**config.mk**
```make
export PLATFORM = sky130hd
export DESIGN_NAME = uart_regfront
export DESIGN_NICKNAME = d
export VERILOG_FILES = /design/src/rtl/uart_regfront_pkg.sv /design/src/rtl/urf_delay_timer.sv /design/src/rtl/urf_age_counter.sv /design/src/rtl/uart_regfront.sv
export SDC_FILE = /design/constraint.sdc
export NUM_CORES = 1
export LEC_CHECK = 0
export ABC_AREA = 1
export BUFFER_PORTS_ARGS = -buffer_cell sky130_fd_sc_hd__buf_4
export CORE_UTILIZATION = 55
export DETAILED_ROUTE_END_ITERATION = 6
export GPL_ROUTABILITY_DRIVEN = 0
export PLACE_DENSITY = 0.82
export RECOVER_POWER = 25
export SYNTH_ARGS = -nofsm -noshare
export SYNTH_HDL_FRONTEND = slang
export SYNTH_SLANG_ARGS = --single-unit
export TNS_END_PERCENT = 20
```
**constraint.sdc**
```tcl
create_clock -name clk -period 3.9 [get_ports clk]
set_input_delay 0.195 -clock clk [delete_from_list [all_inputs] [get_ports clk]]
set_output_delay 0.195 -clock clk [all_outputs]
set_load 0.1 [all_outputs]
```
**src/rtl/uart_regfront_pkg.sv**
```systemverilog
package uart_regfront_pkg;
  localparam logic [2:0] OFS_DATA = 3'd0;
  localparam logic [2:0] OFS_IEN  = 3'd1;
  localparam logic [2:0] OFS_IDT  = 3'd2;
  localparam logic [2:0] OFS_LCTL = 3'd3;
  localparam logic [2:0] OFS_MCTL = 3'd4;
  localparam logic [2:0] OFS_LSTS = 3'd5;
  localparam logic [2:0] OFS_MSTS = 3'd6;
  localparam logic [2:0] OFS_SCR  = 3'd7;

  localparam int SRC_RX = 0;
  localparam int SRC_TX = 1;
  localparam int NSRC   = 2;

  localparam int BIT_BANK = 7;

  localparam logic [7:0] ID_RX     = 8'h04;
  localparam logic [7:0] ID_TX     = 8'h02;
  localparam logic [7:0] ID_NONE   = 8'h01;
  localparam logic [7:0] LSTS_BASE = 8'h60;
  localparam logic [7:0] MCTL_KEY  = 8'h1A;
  localparam logic [7:0] MCTL_VAL  = 8'h9A;
endpackage

```
**src/rtl/urf_delay_timer.sv**
```systemverilog
module urf_delay_timer #(
  parameter int INTERVAL = 11250
) (
  input  logic clk,
  input  logic rst,
  input  logic start,
  input  logic cancel,
  output logic expire
);
  localparam int CW = $clog2(INTERVAL + 1);
  localparam logic [CW-1:0] LOAD = CW'(INTERVAL);
  localparam logic [CW-1:0] ONE  = CW'(1);

  logic [CW-1:0] count;

  always_ff @(posedge clk) begin
    if (rst) begin
      count <= '0;
    end else if (start) begin
      count <= LOAD;
    end else if (cancel) begin
      count <= '0;
    end else if (count != '0) begin
      count <= count - ONE;
    end
  end

  assign expire = (count == ONE);

  // an idle timer stays silent unless started
  p_idle_quiet_r6: assert property (@(posedge clk) disable iff (rst)
    (count == '0 && !start) |=> !expire);
  // a cancel without a start leaves no expiry behind
  p_cancel_quiet_r10: assert property (@(posedge clk) disable iff (rst)
    (cancel && !start) |=> !expire);
endmodule

```
**src/rtl/urf_age_counter.sv**
```systemverilog
module urf_age_counter #(
  parameter int LIMIT = 11250
) (
  input  logic clk,
  input  logic rst,
  input  logic clear,
  output logic older
);
  localparam int AW = $clog2(LIMIT + 2);
  localparam logic [AW-1:0] SAT = AW'(LIMIT + 1);
  localparam logic [AW-1:0] LIM = AW'(LIMIT);

  logic [AW-1:0] age;

  always_ff @(posedge clk) begin
    if (rst) begin
      age <= SAT;
    end else if (clear) begin
      age <= AW'(1);
    end else if (age != SAT) begin
      age <= age + AW'(1);
    end
  end

  assign older = (age > LIM);

  // just after a post the bypass is closed
  p_clear_closes_r9: assert property (@(posedge clk) disable iff (rst)
    clear |=> !older);
  // the age never passes its saturation value
  p_age_bounded_r1: assert property (@(posedge clk) disable iff (rst)
    age <= SAT);
endmodule

```
**src/rtl/uart_regfront.sv**
```systemverilog
module uart_regfront
  import uart_regfront_pkg::*;
#(
  parameter int DELAY_CYCLES = 11250
) (
  input  logic       clk,
  input  logic       rst,
  input  logic [2:0] bus_addr,
  input  logic       bus_rd,
  input  logic       bus_wr,
  input  logic [7:0] bus_wdata,
  output logic [7:0] bus_rdata,
  input  logic       rx_avail,
  input  logic [7:0] rx_byte,
  output logic       rx_pop,
  output logic       tx_push,
  output logic [7:0] tx_byte,
  output logic       irq
);
  logic [7:0] ien_q, lctl_q, mctl_q;
  logic       rx_st, tx_st, avail_q;
  logic [NSRC-1:0] tmr_start, tmr_cancel, tmr_exp;
  logic       tx_older;

  logic bank, data_rd, data_wr, ien_wr, idt_rd, avail_rise;
  logic tx_now, rx_set, tx_set, tx_take, rx_nxt, tx_nxt;
  logic [7:0] rd_val;

  assign bank       = lctl_q[BIT_BANK];
  assign data_rd    = bus_rd && bus_addr == OFS_DATA && !bank;
  assign data_wr    = bus_wr && bus_addr == OFS_DATA && !bank;
  assign ien_wr     = bus_wr && bus_addr == OFS_IEN && !bank;
  assign idt_rd     = bus_rd && bus_addr == OFS_IDT;
  assign avail_rise = rx_avail && !avail_q;
  assign rx_pop     = data_rd && rx_avail;

  assign tx_now = ien_wr && bus_wdata[SRC_TX] && tx_older;

  assign tmr_start[SRC_RX]  = (data_rd && ien_q[SRC_RX])
                            || (ien_wr && bus_wdata[SRC_RX] && rx_avail)
                            || (avail_rise && ien_q[SRC_RX]);
  assign tmr_cancel[SRC_RX] = ien_wr && !(bus_wdata[SRC_RX] && rx_avail);
  assign tmr_start[SRC_TX]  = (data_wr && ien_q[SRC_TX])
                            || (ien_wr && bus_wdata[SRC_TX] && !tx_older);
  assign tmr_cancel[SRC_TX] = ien_wr && !bus_wdata[SRC_TX];

  for (genvar s = 0; s < NSRC; s++) begin : g_src
    urf_delay_timer #(.INTERVAL(DELAY_CYCLES)) u_tmr (
      .clk    (clk),
      .rst    (rst),
      .start  (tmr_start[s]),
      .cancel (tmr_cancel[s]),
      .expire (tmr_exp[s])
    );
  end

  assign rx_set  = tmr_exp[SRC_RX] && ien_q[SRC_RX] && rx_avail;
  assign tx_set  = tmr_exp[SRC_TX] && ien_q[SRC_TX];
  assign tx_take = idt_rd && !rx_st && tx_st;

  urf_age_counter #(.LIMIT(DELAY_CYCLES)) u_age (
    .clk   (clk),
    .rst   (rst),
    .clear (tx_set || tx_now),
    .older (tx_older)
  );

  assign rx_nxt = (rx_st || rx_set) && !data_rd && !tmr_cancel[SRC_RX];
  assign tx_nxt = ((tx_st || tx_set) && !data_wr && !tx_take
                   && !tmr_cancel[SRC_TX]) || tx_now;

  always_comb begin
    rd_val = 8'h00;
    case (bus_addr)
      OFS_DATA: rd_val = (!bank && rx_avail) ? rx_byte : 8'h00;
      OFS_IEN:  rd_val = bank ? 8'h00 : ien_q;
      OFS_IDT:  rd_val = rx_st ? ID_RX : (tx_st ? ID_TX : ID_NONE);
      OFS_LCTL: rd_val = lctl_q;
      OFS_MCTL: rd_val = mctl_q;
      OFS_LSTS: rd_val = LSTS_BASE | {7'd0, rx_avail};
      default:  rd_val = 8'h00;
    endcase
  end

  always_ff @(posedge clk) begin
    if (rst) begin
      ien_q     <= '0;
      lctl_q    <= '0;
      mctl_q    <= '0;
      rx_st     <= 1'b0;
      tx_st     <= 1'b0;
      avail_q   <= 1'b0;
      bus_rdata <= '0;
      tx_push   <= 1'b0;
      tx_byte   <= '0;
    end else begin
      rx_st   <= rx_nxt;
      tx_st   <= tx_nxt;
      avail_q <= rx_avail;
      tx_push <= data_wr;
      if (data_wr) tx_byte <= bus_wdata;
      if (ien_wr) ien_q <= bus_wdata;
      if (bus_wr && bus_addr == OFS_LCTL) lctl_q <= bus_wdata;
      if (bus_wr && bus_addr == OFS_MCTL && bus_wdata == MCTL_KEY) mctl_q <= MCTL_VAL;
      if (bus_rd) bus_rdata <= rd_val;
    end
  end

  assign irq = rx_st || tx_st;

  // bus rule taken for granted, one strobe at a time
  p_single_strobe_r2: assert property (@(posedge clk) disable iff (rst)
    !(bus_rd && bus_wr));
  // status read always shows both transmitter bits
  p_lsts_bits_r2: assert property (@(posedge clk) disable iff (rst)
    (bus_rd && bus_addr == OFS_LSTS) |=> bus_rdata[6:5] == 2'b11);
  // banked data writes push nothing
  p_bank_no_push_r3: assert property (@(posedge clk) disable iff (rst)
    (bus_wr && bus_addr == OFS_DATA && bank) |=> !tx_push);
  // a data read leaves receive status clear
  p_rd_clears_rx_r4: assert property (@(posedge clk) disable iff (rst)
    data_rd |=> !rx_st);
  // written byte reaches the sink on the next cycle
  p_wr_push_r5: assert property (@(posedge clk) disable iff (rst)
    data_wr |=> (tx_push && tx_byte == $past(bus_wdata)));
  // transmit status only appears while enabled
  p_tx_gate_r7: assert property (@(posedge clk) disable iff (rst)
    $rose(tx_st) |-> ien_q[SRC_TX]);
  // identity read of a transmit source clears it
  p_idt_take_r8: assert property (@(posedge clk) disable iff (rst)
    tx_take |=> !tx_st);
  // disabling transmit drops its status
  p_ien_off_r10: assert property (@(posedge clk) disable iff (rst)
    (ien_wr && !bus_wdata[SRC_TX]) |=> !tx_st);
  // only the key value moves the modem control value
  p_mctl_key_r12: assert property (@(posedge clk) disable iff (rst)
    (bus_wr && bus_addr == OFS_MCTL && bus_wdata != MCTL_KEY) |=> $stable(mctl_q));
endmodule

```
# ---- After elaboration in Yosys (flattened, before gate mapping)
# Index checks and enable logic that the tools add are counted.
dict set report classes {
  n_addsub 3
  multipliers 0
  div_mod_pow 0
  n_lt_le_gt_ge 1
  eq_ne 9
  shifts 0
  n_mux 13
  bitwise_logic 0
  reduce_logical 62
}
# cell count
set ops {}
lappend ops {{$mux W14} 8}
lappend ops {{$pmux W8 S6} 1}
lappend ops {{$logic_and A1 B1 Y1} 34}
lappend ops {{$eq A14 B1 Y1 const B} 2}
lappend ops {{$reduce_bool A14 Y1} 2}
lappend ops {{$sub A14 B1 Y14 const B} 2}
lappend ops {{$mux W8} 2}
lappend ops {{$add A14 B1 Y14 const B} 1}
lappend ops {{$gt A14 B14 Y1 const B} 1}
lappend ops {{$ne A14 B14 Y1 const B} 1}
lappend ops {{$logic_not A1 Y1} 11}
lappend ops {{$eq A8 B5 Y1 const B} 1}
lappend ops {{$logic_or A1 B1 Y1} 8}
lappend ops {{$eq A3 B2 Y1 const B} 2}
lappend ops {{$eq A3 B3 Y1 const B} 2}
lappend ops {{$reduce_bool A3 Y1} 2}
lappend ops {{$reduce_or A3 Y1} 2}
lappend ops {{$eq A3 B1 Y1 const B} 1}
lappend ops {{$logic_not A3 Y1} 1}
lappend ops {{$mux W3} 1}
lappend ops {{$mux W2} 1}
lappend ops {{$reduce_bool A2 Y1} 1}
lappend ops {{$reduce_or A2 Y1} 1}
dict set report totals {
  reg_bits 79
  latch_bits 0
  ramBits 0
  mem_bits_ro 0
  out_inout_bits 19
  word_cells 103
  mem_count 0
}

# ---- Depth between registers and ports, before layout
dict set report depth {
  word_depth 8
  mapped_depth 11
  ltp_nobuf 11
}

# ---- Hierarchy
# Synthesis repeated with hierarchy kept, for this count alone.
dict set report hier_totals {
  cells_unflattened 650
  area_unflattened_um2 4424.2
}
# module n_inst cells_per_inst area_per_inst_um2 seq_area_each_um2
set by_module_without_submodules {}
lappend by_module_without_submodules {uart_regfront 1 275 1831.8 740.7}
lappend by_module_without_submodules {urf_delay_timer 2 124 878.3 280.3}
lappend by_module_without_submodules {urf_age_counter 1 127 835.8 280.3}

# ---- Worst setup path after synthesis
# OpenSTA, ideal clock, no wires.
dict set report synth_timing {
  path_type {register -> output}
  startpoint {reg lctl_q[7]}
  endpoint {out rx_pop}
  arrival_time_ns 1.907
  path_slack_ns 1.798
  stages_incl_launch_ff 4
  cell_sequence {dfxtp_1 > nor2_2 > nand3_1 > nor2_1}
}
dict set report synth_via {
  elab_chain_cells 3
}
# element line_no
set synth_rtl {}
lappend synth_rtl {{start: declaration} uart_regfront.sv:20} ;# logic [7:0] ien_q, lctl_q, mctl_q;
lappend synth_rtl {{start signal: assignment} uart_regfront.sv:103} ;# if (bus_wr && bus_addr == OFS_LCTL) lctl_q <= bus_wdata;
lappend synth_rtl {{$logic_not A1 Y1} uart_regfront.sv:30} ;# assign data_rd = bus_rd && bus_addr == OFS_DATA && !bank;
lappend synth_rtl {{$logic_and A1 B1 Y1} uart_regfront.sv:30}
lappend synth_rtl {{$logic_and A1 B1 Y1} uart_regfront.sv:35} ;# assign rx_pop = data_rd && rx_avail;
lappend synth_rtl {{end: declaration} uart_regfront.sv:15} ;# output logic rx_pop,
# No other way between the ends.

# ---- Worst setup path in the final report
dict set report layout_timing {
  startpoint {in rst}
  endpoint {reg g_src[1].u_tmr.count[3]}
}
dict set report layout_via {
  elab_chain_cells 1
}
# element line_no
set layout_rtl {}
lappend layout_rtl {{start: declaration} uart_regfront.sv:7} ;# input logic rst,
lappend layout_rtl {{$reduce_or A3 Y1 (no source line)} --}
lappend layout_rtl {{end signal: assignment} urf_delay_timer.sv:24} ;# count <= count - ONE;
lappend layout_rtl {{end: declaration} urf_delay_timer.sv:14} ;# logic [CW-1:0] count;
# No other way between the ends.
# A chain may end at the register's enable or synchronous reset.

==> out/metrics.sh <==
FINAL-INSTANCE-COUNT-EXCL-FILL=745
CTS_SINKS=79
CRIT_PATH_TOP_DELAY_CELL='sky130_fd_sc_hd__clkbuf_1'
DRTANTENNAVIOLNETS=0
GR-USAGE-ALL-LAYERS=0.253
POWER.IR.VDD_WORST_mV=0.275
SYNTHDOMINANTAREACELLTYPE='sky130_fd_sc_hd__dfxtp_1'
SYNTHTOPCELLSBYCOUNT='sky130_fd_sc_hd__nand2_1, sky130_fd_sc_hd__inv_1, sky130_fd_sc_hd__dfxtp_1'
ROUTED_WIRELENGTH_UM=9080
POWER_PER_CELL_AREA_mW_PER_MM2=583
FP-ROW-COUNT=30
COMBPWRFRAC=0.408
CLOCK-ROOT-BUFFER='sky130_fd_sc_hd__clkbuf_8'
DETAILEDPLACEMENTHPWL_UM=6800
CLK_PIN_SLEW_WORST_PATHS_NS=0.08
CP.REQUIRED_NS=4.14
SYNTH.YOSYS.SEQ_AREA_SHARE=0.389
SEQ_POWER_SHARE=0.395
AVGVIACOUNTPERCELL=5.19
POSTSYNTH.ASYNCRESETSHARE=0
CLK_LATENCY_NS=0.35
MAX_CAP_VIOLATIONS=0
CRITPATHTOPFAMILY='buffers and inverters'
DETAIL_ROUTE.WL_PER_CELL_UM=12.2
POSTCTSSETUPBUFFERS=0
SWITCHING_SHARE=0.419
GRT_REMAINING_OVERFLOW=0
PLACEABLECOREAREA_MM2=0.00694
CP_MAX_FO=34
FLOORPLAN.DIE_AREA_MM2=0.00773
NUMBER_OF_ANTENNA_VIOLATIONS_AT_THE_FIRST_CHECK_IN_GLOBAL_ROUTING=0
CHIPHEIGHT_UM=87.9
POWER_SWITCHING_mW=1.11
GRT_PASS1_VIAS=3561
CTS-HOLD-FIX-BUFFERS=0
CPPEAKSTAGEDELAY_NS=0.88
POWER.CLOCK.FRACTION=0.198
MAX_SLEW_MARGIN=0.174
LAYOUT-DRIVE-GT1-SHARE=0.100
SYN-NUM-NETS=631
GRT_MAX_DEGREE=35
SYNTH_EDF_COUNT=0
FIN_SETUP_TNS_NS=0
BOUNDARYPINS=43
TIMING_WORST_SETUP_PATH_TYPE='in -> reg'
SETUP_VIOL_COUNT_FINAL=0
POST-ROUTE-DRC-COUNT=0
MAPPEDNETLISTAREA_MM2=0.00406
TIGHTEST_SLEW_NS=1.24
DIE_W_UM=87.9
TRITONCTS.NUM_BUFFERS=9
CTS_REPAIR_RESIZE_COUNT=0
SYNTH_CELLS=601
SYNTH_TOP_AREA_FRAC=0.389
CRIT_ARRIVAL_NS=2.55
REPORT.FINAL.HOLD_VIOL_COUNT=0
STATUS='finished, final reports clean'
POST-SYNTH-TOP-COUNT-CELL='sky130_fd_sc_hd__nand2_1'
PORT_BUFFERS=42
TIMING.CRITICAL_PATH.CELLS='clkbuf_1, inv_1, nand2_1, inv_2, nand3_1, nor2_1'
GRT_FIRST_PASS_WIRELENGTH_UM=15400
ANTENNA-DIODE-COUNT=0
SYNTH_FLOP_CELL='sky130_fd_sc_hd__dfxtp_1'
SLEW_VIOLATIONS=0
AREAGROWTHSYNTHTOFINISH_PCT=11.9
SYNTH.AVG_CELL_AREA_UM2=6.76
MAX_FREQ_MHz=434
P_LEAK_nW=2.11
GRT_SETUP_UNREPAIRED='false'
CATEGORY_OF_THE_WORST_SETUP_PATH_CAPTURE_POINT='register'
WORSTPATHBUFFERINVERTERCOUNT=3
DP_CELLS=729
HOLD_CLASS='in -> reg'
POST-ROUTE-PERIOD-UTIL=0.591
TRITONCTS_CLOCK_TREE='yes'
DRT_ITER0_MARKERS=219
SYNTHDISTINCTLIBCELLS=29
SYNTH-SEQ-CELLS=79
CRIT_PATH_START_KIND='input port'
CTS-ROOT-TO-SINK-BUFFERS=2
VIAS=3866
YOSYS_WARNINGS=0
NETLIST_TOP_CELLS_AREA='sky130_fd_sc_hd__dfxtp_1, sky130_fd_sc_hd__nand2_1, sky130_fd_sc_hd__inv_1'
FIRST_PASS_ITERS=6
INITIAL_CORE_UTIL=0.585
COUNT_OF_NETS_AFTER_FINISHING=674
P_INT_mW=1.54
FIN_WORST_SKEW_NS=0.00648
MINIMUM_PERIOD_IMPLIED_BY_THE_FINAL_WORST_SETUP_SLACK_NS=2.31
CLOCK_TREE.HTREE_LEVEL_COUNT=3
==> kinds of logic after synthesis <==
logic type,share of synthesized area
xor+xnor,0.0388
compound gates,0.110
flops,0.389
fa+ha+maj,0.0185
simple gates,0.352
buf+inv,0.0909
==> layer usage <==
layer,GRT usage,vias up,share of wire
met5,0,-,0
met4,0.112,0,0.017
met3,0.0471,14,0.041
met2,0.412,104,0.47
met1,0.327,1737,0.47
li1,-,2011,-
==> worst min-delay path: cells and delay by family <==
| kind | cells | cell delay (ns) |
|---|---|---|
| buffers and inverters | 1 | 0.10 |
| and+or+nand+nor | 2 | 0.09 |
==> flip-flops by register name, summed over array words and instances (netlist names) <==
name / cells
bus_rdata: 8
g_src.u_tmr.count: 28
rx_st: 1
mctl_q: 1
tx_byte: 8
tx_st: 1
u_age.age: 14
lctl_q: 8
tx_push: 1
avail_q: 1
ien_q: 8
==> metrics by stage <==
stage	area [µm²]	setup WS [ns]	util	hold WS (ns)	total power, mW
after floorplan	4060	1.80	-	0.298	1.90
after global placement	4450	2.17	0.640	0.415	2.09
after detailed placement	4450	2.09	0.640	0.424	2.12
after CTS	4610	2.19	0.664	0.0514	2.65
after global routing	4540	1.38	0.654	0.0760	2.86
final	4540	1.59	0.654	0.0565	2.65
==> power groups by stage <==
stage,clock network (mW),logic (mW),registers (mW)
floorplan,0,0.837,1.07
global placement,0,1.04,1.05
detailed placement,0,1.06,1.06
CTS,0.533,1.07,1.04
global route,0.569,1.23,1.06
finish,0.523,1.08,1.05
==> area by class of cell <==
class                   count  area (µm²)
inverters                  85         319
flip-flops and latches     79        1580
fillers                   594        2400
multi-input cells         427        2110
repair buffers             42         248
clock inverters             6        37.5
well taps                  96         120
clock buffers              10         128
==> worst paths after layout <==
kind                                 from                  endpoint  slack [ns]  depth (start not counted)
setup / recovery                      rst   g_src[1].u_tmr.count[3]        1.59                          6
hold / removal               bus_wdata[3]                tx_byte[3]        0.06                          3
setup reg to reg  g_src[0].u_tmr.count[0]  g_src[0].u_tmr.count[11]        2.20                          9
hold reg to reg                tx_byte[1]                tx_byte[1]        0.45                          2
==> placed cells by master (no fill, tap or decap) <==
master	n
sky130_fd_sc_hd__nand3b_1	2
sky130_fd_sc_hd__nor4_1	2
sky130_fd_sc_hd__nor2_4	5
sky130_fd_sc_hd__dfxtp_1	79
sky130_fd_sc_hd__o22ai_1	1
sky130_fd_sc_hd__o21ai_1	5
sky130_fd_sc_hd__nand2_4	3
sky130_fd_sc_hd__clkinv_2	3
sky130_fd_sc_hd__clkbuf_8	9
sky130_fd_sc_hd__buf_4	24
sky130_fd_sc_hd__nor3_1	14
sky130_fd_sc_hd__nor2_2	7
sky130_fd_sc_hd__nor2_8	1
sky130_fd_sc_hd__ha_1	6
sky130_fd_sc_hd__a21oi_1	43
sky130_fd_sc_hd__xnor2_1	4
sky130_fd_sc_hd__nand2_2	4
sky130_fd_sc_hd__clkinvlp_4	3
sky130_fd_sc_hd__inv_2	4
sky130_fd_sc_hd__clkbuf_1	19
sky130_fd_sc_hd__nand3_2	1
sky130_fd_sc_hd__a211oi_1	2
sky130_fd_sc_hd__inv_1	81
sky130_fd_sc_hd__o21ai_0	37
sky130_fd_sc_hd__nor2_1	62
sky130_fd_sc_hd__nand4_1	20
sky130_fd_sc_hd__xor2_1	14
sky130_fd_sc_hd__nand3_1	45
sky130_fd_sc_hd__nand2_1	148
sky130_fd_sc_hd__or2_2	1
Power figures use the tool's default switching activity.
